$ cat config.mk
export PLATFORM = sky130hd
export DESIGN_NAME = nth_clock_victim
export DESIGN_NICKNAME = d
export VERILOG_FILES = /design/src/rtl/nclk_pkg.sv /design/src/rtl/nclk_onehot.sv /design/src/rtl/nclk_frame.sv /design/src/rtl/nth_clock_victim.sv
export SDC_FILE = /design/constraint.sdc
export NUM_CORES = 1
export LEC_CHECK = 0
export BUFFER_PORTS_ARGS = -buffer_cell sky130_fd_sc_hd__buf_2
export CORE_MARGIN = 2
export CORE_UTILIZATION = 60
export CTS_CLUSTER_DIAMETER = 30
export CTS_CLUSTER_SIZE = 24
export DETAILED_ROUTE_END_ITERATION = 12
export PLACE_DENSITY = 0.8
export SETUP_SLACK_MARGIN = 0.02
export SYNTH_ARGS = -nofsm -noshare
export SYNTH_HDL_FRONTEND = slang
export SYNTH_SLANG_ARGS = --single-unit
$ cat constraint.sdc
create_clock -name clk -period 4.8 [get_ports clk]
set_clock_uncertainty 0.1 [all_clocks]
set_input_delay 0.72 -clock clk [delete_from_list [all_inputs] [get_ports clk]]
set_output_delay 0.72 -clock clk [all_outputs]
set_load 0.01 [all_outputs]
$ cat src/rtl/nclk_pkg.sv
package nclk_pkg;

    typedef enum logic {
        HAND_IDLE   = 1'b0,
        HAND_SWEEP  = 1'b1
    } hand_state_e;

endpackage

$ cat src/rtl/nclk_onehot.sv
module nclk_onehot #(
    parameter int N = 8,
    parameter int W = 3
) (
    input  logic         en,
    input  logic [W-1:0] idx,
    output logic [N-1:0] oh
);

    always_comb begin
        oh = '0;
        for (int i = 0; i < N; i++) begin
            if (en && (idx == W'(i))) begin
                oh[i] = 1'b1;
            end
        end
    end

endmodule

$ cat src/rtl/nclk_frame.sv
module nclk_frame #(
    parameter int CNT_W = 2
) (
    input  logic             clk,
    input  logic             rst_n,
    input  logic             ref_hit,
    input  logic             dirty_set,
    input  logic             dirty_clr,
    input  logic             skip,
    input  logic             age,
    input  logic             take,
    output logic             use_o,
    output logic             dirty_o,
    output logic [CNT_W-1:0] cnt_o
);

    typedef struct packed {
        logic             use_b;
        logic             dirty_b;
        logic [CNT_W-1:0] cnt;
    } slot_t;

    slot_t slot_d, slot_q;

    always_comb begin
        slot_d = slot_q;
        if (take) begin
            slot_d.cnt     = '0;
            slot_d.use_b   = 1'b1;
            slot_d.dirty_b = 1'b0;
        end else if (skip) begin
            slot_d.cnt   = '0;
            slot_d.use_b = 1'b0;
        end else if (age) begin
            slot_d.cnt = slot_q.cnt + 1'b1;
        end
        // a reference always leaves the use bit set, even while being swept
        if (ref_hit) begin
            slot_d.use_b = 1'b1;
        end
        if (dirty_clr) begin
            slot_d.dirty_b = 1'b0;
        end
        // a fresh store outranks a finished write-back
        if (dirty_set) begin
            slot_d.dirty_b = 1'b1;
        end
    end

    always_ff @(posedge clk or negedge rst_n) begin
        if (!rst_n) begin
            slot_q <= '0;
        end else begin
            slot_q <= slot_d;
        end
    end

    assign use_o   = slot_q.use_b;
    assign dirty_o = slot_q.dirty_b;
    assign cnt_o   = slot_q.cnt;

endmodule

$ cat src/rtl/nth_clock_victim.sv
module nth_clock_victim #(
    parameter int NUM_FRAMES    = 8,
    parameter int CLEAN_CHANCES = 1,
    parameter int DIRTY_CHANCES = 2,
    localparam int IDX_W        = (NUM_FRAMES > 1) ? $clog2(NUM_FRAMES) : 1
) (
    input  logic             clk,
    input  logic             rst_n,
    input  logic             touch_valid,
    input  logic [IDX_W-1:0] touch_idx,
    input  logic             mark_dirty_valid,
    input  logic [IDX_W-1:0] mark_dirty_idx,
    input  logic             wb_done_valid,
    input  logic [IDX_W-1:0] wb_done_idx,
    input  logic             victim_req,
    output logic             victim_valid,
    output logic [IDX_W-1:0] victim_idx,
    output logic             wb_req_valid,
    output logic [IDX_W-1:0] wb_req_idx
);
    import nclk_pkg::*;

    localparam int MAX_CH = (DIRTY_CHANCES > CLEAN_CHANCES) ? DIRTY_CHANCES : CLEAN_CHANCES;
    localparam int CNT_W  = $clog2(MAX_CH + 1);
    localparam int AGE_W  = CNT_W + 1;
    localparam logic [AGE_W-1:0] CLEAN_T  = AGE_W'(CLEAN_CHANCES);
    localparam logic [AGE_W-1:0] DIRTY_T  = AGE_W'(DIRTY_CHANCES);
    localparam logic [AGE_W-1:0] WB_T     = AGE_W'(DIRTY_CHANCES - 1);
    localparam logic [IDX_W-1:0] LAST_IDX = IDX_W'(NUM_FRAMES - 1);

    typedef struct packed {
        hand_state_e      state;
        logic [IDX_W-1:0] hand;
        logic             vv;
        logic [IDX_W-1:0] vidx;
        logic             wv;
        logic [IDX_W-1:0] widx;
    } ctrl_t;

    ctrl_t ctrl_d, ctrl_q;

    logic [NUM_FRAMES-1:0] ref_oh, dset_oh, dclr_oh;
    logic [NUM_FRAMES-1:0] use_v, dirty_v;
    logic [CNT_W-1:0]      cnt_v [NUM_FRAMES];
    logic [NUM_FRAMES-1:0] skip_v, age_v, take_v;

    logic             sweeping, seen_used, cur_dirty, hit, raise_wb;
    logic [AGE_W-1:0] age_n, thresh;
    logic [IDX_W-1:0] hand_next;
    logic             busy_w;
    logic [IDX_W-1:0] hand_w;

    nclk_onehot #(.N(NUM_FRAMES), .W(IDX_W)) u_ref_dec (
        .en(touch_valid), .idx(touch_idx), .oh(ref_oh)
    );
    nclk_onehot #(.N(NUM_FRAMES), .W(IDX_W)) u_dset_dec (
        .en(mark_dirty_valid), .idx(mark_dirty_idx), .oh(dset_oh)
    );
    nclk_onehot #(.N(NUM_FRAMES), .W(IDX_W)) u_dclr_dec (
        .en(wb_done_valid), .idx(wb_done_idx), .oh(dclr_oh)
    );

    // inspect the frame under the hand
    always_comb begin
        sweeping  = (ctrl_q.state == HAND_SWEEP);
        seen_used = use_v[ctrl_q.hand] | ref_oh[ctrl_q.hand];
        cur_dirty = dirty_v[ctrl_q.hand];
        age_n     = {1'b0, cnt_v[ctrl_q.hand]} + 1'b1;
        thresh    = cur_dirty ? DIRTY_T : CLEAN_T;
        hit       = sweeping && !seen_used && (age_n >= thresh);
        raise_wb  = sweeping && !seen_used && !hit && cur_dirty && (age_n == WB_T);
        hand_next = (ctrl_q.hand == LAST_IDX) ? '0 : ctrl_q.hand + 1'b1;
    end

    always_comb begin
        ctrl_d    = ctrl_q;
        ctrl_d.vv = 1'b0;
        ctrl_d.wv = 1'b0;
        unique case (ctrl_q.state)
            HAND_IDLE: begin
                if (victim_req) begin
                    ctrl_d.state = HAND_SWEEP;
                end
            end
            HAND_SWEEP: begin
                ctrl_d.hand = hand_next;
                if (hit) begin
                    ctrl_d.state = HAND_IDLE;
                    ctrl_d.vv    = 1'b1;
                    ctrl_d.vidx  = ctrl_q.hand;
                end
                if (raise_wb) begin
                    ctrl_d.wv   = 1'b1;
                    ctrl_d.widx = ctrl_q.hand;
                end
            end
            default: ctrl_d.state = HAND_IDLE;
        endcase
    end

    always_ff @(posedge clk or negedge rst_n) begin
        if (!rst_n) begin
            ctrl_q <= '{state: HAND_IDLE, default: '0};
        end else begin
            ctrl_q <= ctrl_d;
        end
    end

    for (genvar i = 0; i < NUM_FRAMES; i++) begin : g_frame
        logic at_hand;
        assign at_hand   = sweeping && (ctrl_q.hand == IDX_W'(i));
        assign take_v[i] = at_hand && hit;
        assign skip_v[i] = at_hand && seen_used;
        assign age_v[i]  = at_hand && !seen_used && !hit;

        nclk_frame #(.CNT_W(CNT_W)) u_frame (
            .clk       (clk),
            .rst_n     (rst_n),
            .ref_hit   (ref_oh[i]),
            .dirty_set (dset_oh[i]),
            .dirty_clr (dclr_oh[i]),
            .skip      (skip_v[i]),
            .age       (age_v[i]),
            .take      (take_v[i]),
            .use_o     (use_v[i]),
            .dirty_o   (dirty_v[i]),
            .cnt_o     (cnt_v[i])
        );
    end

    assign busy_w       = sweeping;
    assign hand_w       = ctrl_q.hand;
    assign victim_valid = ctrl_q.vv;
    assign victim_idx   = ctrl_q.vidx;
    assign wb_req_valid = ctrl_q.wv;
    assign wb_req_idx   = ctrl_q.widx;

endmodule

; ---- Word level (Yosys, flattened, before mapping)
; Cells that the tools add are included.
[totals]
in_bits = 15
out_inout_bits = 8
reg_bits = 44
[op_classes]
n_eq_ne = 29
n_reduce_logical = 101
bitwise = 3
add_sub_neg = 10
mux = 113
magnitude_cmp = 3
[ops]
columns = operator, n
row1 = $mux W1, 77
row2 = $reduce_bool A3 Y1, 24
row3 = $logic_and A1 B1 Y1, 69
row4 = $mux W2, 27
row5 = $eq A3 B3 Y1 const B, 16
row6 = $eq A3 B2 Y1 const B, 8
row7 = $add A2 B1 Y2 const B, 8
row8 = $eq A3 B1 Y1 const B, 5
row9 = $logic_not A3 Y1, 4
row10 = $bmux W1 S3, 3
row11 = $mux W4, 2
row12 = $mux W8, 1
row13 = $bmux W2 S3, 1
row14 = $ge A4 B4 Y1 const B, 1
row15 = $lt A3 B4 Y1 const B, 1
row16 = $not A3 Y4, 1
row17 = $reduce_and A2 Y1, 2
row18 = $add A2 B1 Y3 const B, 1
row19 = $add A3 B1 Y3 const B, 1
row20 = $ge A3 B2 Y1, 1
row21 = $mux W3, 1
row22 = $logic_not A1 Y1, 2
row23 = $pmux W1 S2, 1
row24 = $not A1 Y1, 1
row25 = $or A1 B1 Y1, 1

; ---- Longest topological paths before layout
[logic_depth]
ltp_word = 15
ltp_mapped = 12
depth_no_buf = 9

; ---- Hierarchy
; From an unflattened synthesis, not the netlist that was laid out.
[hier_totals]
cells_unflattened = 260
hier_area_um2 = 2713.9
[by_module_without_submodules]
columns = module, n_inst, area_each_um2, cells_per_inst
row1 = nclk_frame, 8, 168.9, 15
row2 = nth_clock_victim, 1, 1073.5, 116
row3 = nclk_onehot, 3, 96.3, 8

; ---- Least setup slack after synthesis
; No wires, ideal clock.
[synth_path]
path_kind = reg2reg
from = register ctrl_q, in the netlist hand_w[0]
to = register g_frame[7].u_frame.slot_q, in the netlist g_frame[7].u_frame.dirty_o
arrival_time_ns = 3.254
path_slack_ns = 1.327
setup_time_ns = 0.120
stages_incl_launch_ff = 13
path_cell_list = dfrtp_1 buf_2 mux4_2 nand2_1 and2_1 inv_1 fa_1 nor2b_1 a21o_1 clkbuf_1 clkbuf_1 o2111ai_1 a31o_1
[synth_via]
elab_chain_len = 9
[synth_lines]
columns = element, line_no
row1 = from (decl), nth_clock_victim.sv:40  ; ctrl_t ctrl_d, ctrl_q;
row2 = from (signal assigned), nth_clock_victim.sv:105  ; ctrl_q <= ctrl_d;
row3 = $not A3 Y4 (implied by the code), nth_clock_victim.sv:68  ; age_n = {1'b0, cnt_v[ctrl_q.hand]} + 1'b1;
row4 = $bmux W2 S3, nth_clock_victim.sv:68
row5 = $mux W2 (implied by the code) (2 in series), nth_clock_victim.sv:68
row6 = $add A2 B1 Y3, nth_clock_victim.sv:68
row7 = $ge A3 B2 Y1, nth_clock_victim.sv:70  ; hit = sweeping && !seen_used && (age_n >= thresh);
row8 = $logic_and A1 B1 Y1, nth_clock_victim.sv:70
row9 = $logic_and A1 B1 Y1 (*), nth_clock_victim.sv:112  ; assign take_v[i] = at_hand && hit;
row10 = $reduce_bool A3 Y1 (no source line) (*), n/a
row11 = to (signal assigned), nclk_frame.sv:54  ; slot_q <= slot_d;
row12 = to (decl), nclk_frame.sv:23  ; slot_t slot_d, slot_q;
; Every way passes the cells marked *; elsewhere a longest branch is shown, timed or not. The select of a mux whose other input is x is not followed.
; A chain may end at the register's enable or synchronous reset.

; ---- Final worst setup path
[layout_path]
from = register ctrl_q, in the netlist hand_w[0]
to = register ctrl_q, in the netlist victim_idx[0]
[layout_via]
elab_chain_len = 8
[layout_lines]
columns = element, line_no
row1 = $not A3 Y4 (implied by the code), nth_clock_victim.sv:68
row2 = $bmux W2 S3, nth_clock_victim.sv:68
row3 = $mux W2 (implied by the code) (2 in series), nth_clock_victim.sv:68
row4 = $add A2 B1 Y3, nth_clock_victim.sv:68
row5 = $ge A3 B2 Y1, nth_clock_victim.sv:70
row6 = $logic_and A1 B1 Y1, nth_clock_victim.sv:70
row7 = $reduce_and A2 Y1 (no source line), n/a
; Several ways; a longest one is shown, not always the timed one. The select of a mux whose other input is x is not followed.

==> impl_metrics.py <==
metrics = {
    "routing": {
        "vias_per_cell": 6.52,
        "wl_mm": 6.33,
        "drc": 0,
        "postRouteAntennaNets": 0,
        "first_pass_iters": 4,
        "vias": 2191,
        "drtIter0Drc": 172,
        "wire_per_inst_um": 18.8,
    },
    "power_and_ir_drop": {
        "powerDensity_nw_per_um2": 820,
        "pwr-share-comb_pct": 56.7,
        "clock_power_share_pct": 12.0,
        "leakagePower_nw": 1.25,
        "ir_drop_mv": 0.401,
        "p_sw_share_pct": 47.7,
        "power_switching_mw": 1.16,
        "seqPwrFrac_pct": 31.3,
        "p_int_mw": 1.28,
    },
    "sta": {
        "slew_violations": 0,
        "maxSlewHeadroom_pct": 28.3,
        "finalCritPeriodShare_pct": 79.9,
        "hold_viol_final": 0,
        "min_period_ns": 3.83,
        "fin_ws_ns": 0.967,
        "timing.hold.ws_ns": 0.413,
        "setup_viol": 0,
        "tightest_slew_ns": 1.08,
        "fmax_mhz": 261,
        "rsz0062_at_grt": "no",
        "finalSetupTns_ns": 0,
    },
    "setup_path": {
        "crit_fanout": 17,
        "start_kind": "register",
        "worst_ep_required_time_ns": 4.89,
        "critPathArrivalTime_ns": 3.92,
        "path_class": "register to register",
        "crit_path_end_kind": "register",
    },
    "grt": {
        "grt.overflow.total": 0,
        "grt_pass1_vias": 2119,
        "antenna_found_initial": 0,
        "grt_use_total_pct": 26.7,
        "grt_pass1_wl_mm": 10.4,
        "grt_max_degree": 45,
    },
    "synth": {
        "ys_ff_latch": 44,
        "synth_edf_count": 0,
        "synth_cell_types": 42,
        "syn_area_per_cell_um2": 10.3,
        "ys_top_cells_by_area": "dfrtp_1 40%, mux4_2 6.6%, ha_1 4.1%, nand2_1 4.0%, mux2_2 2.9%",
        "synthCells": 265,
        "yosysTopAreaCell": "dfrtp_1",
        "synthArstFlopShare_pct": 100,
        "yosys.area.top_type_share_pct": 40.3,
        "ys_warn_count": 0,
        "syn_area_um2": 2730,
        "synth_nets": 290,
        "synth_ff_type": "dfrtp_1",
        "yosysSeqAreaShare_pct": 40.3,
    },
    "clock_tree": {
        "cts-root-buf": "clkbuf_8",
        "path_clk_slew_ns": 0.09,
        "cts_buffers": 5,
        "post_cts_resized": 0,
        "postCtsSetupBuffers": 0,
        "cts-htree-levels": 2,
        "clk_latency_ns": 0.31,
        "clock-sinks": 44,
        "clock_path_buffers": 2,
        "cts_tree": "yes",
        "holdBufCountCts": 0,
    },
    "flow_run": {
        "max-cap-violations": 0,
    },
    "final_layout": {
        "syn_to_final_growth_pct": 8.89,
        "drive_gt1_share_pct": 21.5,
        "n_antenna_cell": 0,
        "final_net_count": 308,
        "nFillCells": 320,
        "postLayoutCellArea_um2": 2970,
    },
    "floorplan": {
        "fp.dieH_um": 71.5,
        "initial_core_util_pct": 62.3,
        "rows": 24,
        "io_pins": 23,
        "die_w_um": 71.5,
        "coreArea_um2": 4380,
        "design.die.area_um2": 5110,
    },
    "place": {
        "hpwlAfterDp_mm": 4.57,
        "dpl_worst_slack_ns": 0.991,
        "port_buffers": 22,
        "place_area_um2": 2860,
        "place_congestion": 0.859,
    },
    "worst_hold_path": {
        "hold_path_class": "register to register",
    },
    "outcome": {
        "status": "finished, final reports clean",
    },
}
-- synthesized netlist by cell type (all sizes together) (4+ instances only) --
| library cell | instances |
|---|---|
| and3 | 7 |
| o21ai | 10 |
| and2 | 7 |
| nor3b | 5 |
| nand2 | 29 |
| o311ai | 4 |
| buf | 7 |
| mux2 | 7 |
| o211ai | 8 |
| o22ai | 8 |
| a32o | 7 |
| nand3 | 6 |
| clkbuf | 8 |
| o2111ai | 8 |
| inv | 14 |
| mux4 | 8 |
| ha | 9 |
| nor2b | 9 |
| nand2b | 11 |
| a31oi | 9 |
| dfrtp | 44 |
| or2 | 5 |
| nor3 | 8 |
| o221ai | 6 |
-- worst max-delay path, cell delays in order (launching register included) --
cell and delay [ns]:
dfrtp_1 0.81, mux4_2 0.59, nand2_1 0.09, and2_1 0.16
inv_1 0.10, fa_1 0.52, nor2b_1 0.24, a21o_1 0.47
o211ai_2 0.26, mux2_2 0.37
-- registers in the layout, indices dropped and copies added, names as in the netlist --
register / flops
wb_req_valid: 1
g_frame.u_frame.cnt_o: 16
hand_w: 3
victim_valid: 1
wb_req_idx: 3
g_frame.u_frame.dirty_o: 8
victim_idx: 3
g_frame.u_frame.use_o: 8
busy_w: 1
-- cell usage in the layout, fill, tap and decap left out, types with 2 or more instances in the layout --
cell	n
a311oi_4	2
a31oi_1	9
a32o_1	7
and2_1	7
and3_1	7
buf_2	22
buf_4	4
clkbuf_8	5
dfrtp_1	44
ha_1	9
inv_1	14
mux2_2	7
mux4_2	8
nand2_1	29
nand2b_1	11
nand3_1	6
nand3b_1	3
nor2_1	3
nor2b_1	9
nor3_1	8
nor3b_1	5
o2111ai_1	8
o211ai_1	6
o211ai_2	2
o21ai_0	7
o21ai_1	3
o221ai_1	6
o22ai_1	8
o311ai_0	2
o311ai_2	2
o32ai_1	2
or2_2	5
xnor2_1	2
-- per-layer routing --
layer  part of all wire [%]  up-vias  GRT usage (%)
met4                    2.3        0           8.60
met2                     48       76           41.0
met5                      0        -              0
li1                       -     1030              -
met1                     44     1068           38.2
met3                    6.2       17           5.34
-- power groups by stage --
stage | registers [mW] | logic, mW | clock network [mW]
5_1_grt | 0.792 | 1.52 | 0.313
3_3_place_gp | 0.759 | 1.31 | 0
4_1_cts | 0.759 | 1.37 | 0.299
3_5_place_dp | 0.767 | 1.36 | 0
2_1_floorplan | 0.651 | 1.13 | 0
6_report | 0.764 | 1.38 | 0.293
-- path summary, 6_finish.rpt --
kind                                from                           to  slack [ns]  cells after the start
hold / removal             wb_req_idx[1]                wb_req_idx[1]        0.41                      1
hold reg to reg            wb_req_idx[1]                wb_req_idx[1]        0.41                      1
max in group asynchronous          rst_n     g_frame[5].u_frame.use_o        3.52                      1
setup reg to reg               hand_w[0]                victim_idx[0]        0.97                      9
min in group asynchronous          rst_n  g_frame[3].u_frame.cnt_o[0]        0.47                      1
setup / recovery               hand_w[0]                victim_idx[0]        0.97                      9
-- stage by stage --
stage                     util (%)  power, mW  instances
after floorplan                  -       1.78        265
after global placement        65.2       2.07        328
after detailed placement      65.2       2.13        328
after CTS                     67.8       2.43        336
after global routing          67.8       2.62        336
final                         67.8       2.44        336
-- final cells by class --
class	count	area, µm²	share of cell area (%)
Clock buffer	5	68.8	2.31
Clock inverter	3	46.3	1.56
Inverter	14	52.6	1.77
Multi-Input combinational cell	192	1500	50.4
Sequential cell	44	1100	37.0
Tap cell	52	65.1	2.19
Timing Repair Buffer	26	140	4.71
-- kinds of logic (layout without fill, tap and decap cells) --
family                     count (synthesis)  after routing  share of synthesized area [%]
AOI/OAI and AO/OA                         70             70                           21.4
xor gates and xnor gates                   2              2                          0.641
adders and majority gates                 10             10                           4.86
buffers and inverters                     29             48                           4.76
DFF                                       44             44                           40.3
muxes                                     15             15                           9.48
and+or+nand+nor                           95             95                           18.6
(Power assumes the default switching activity.)
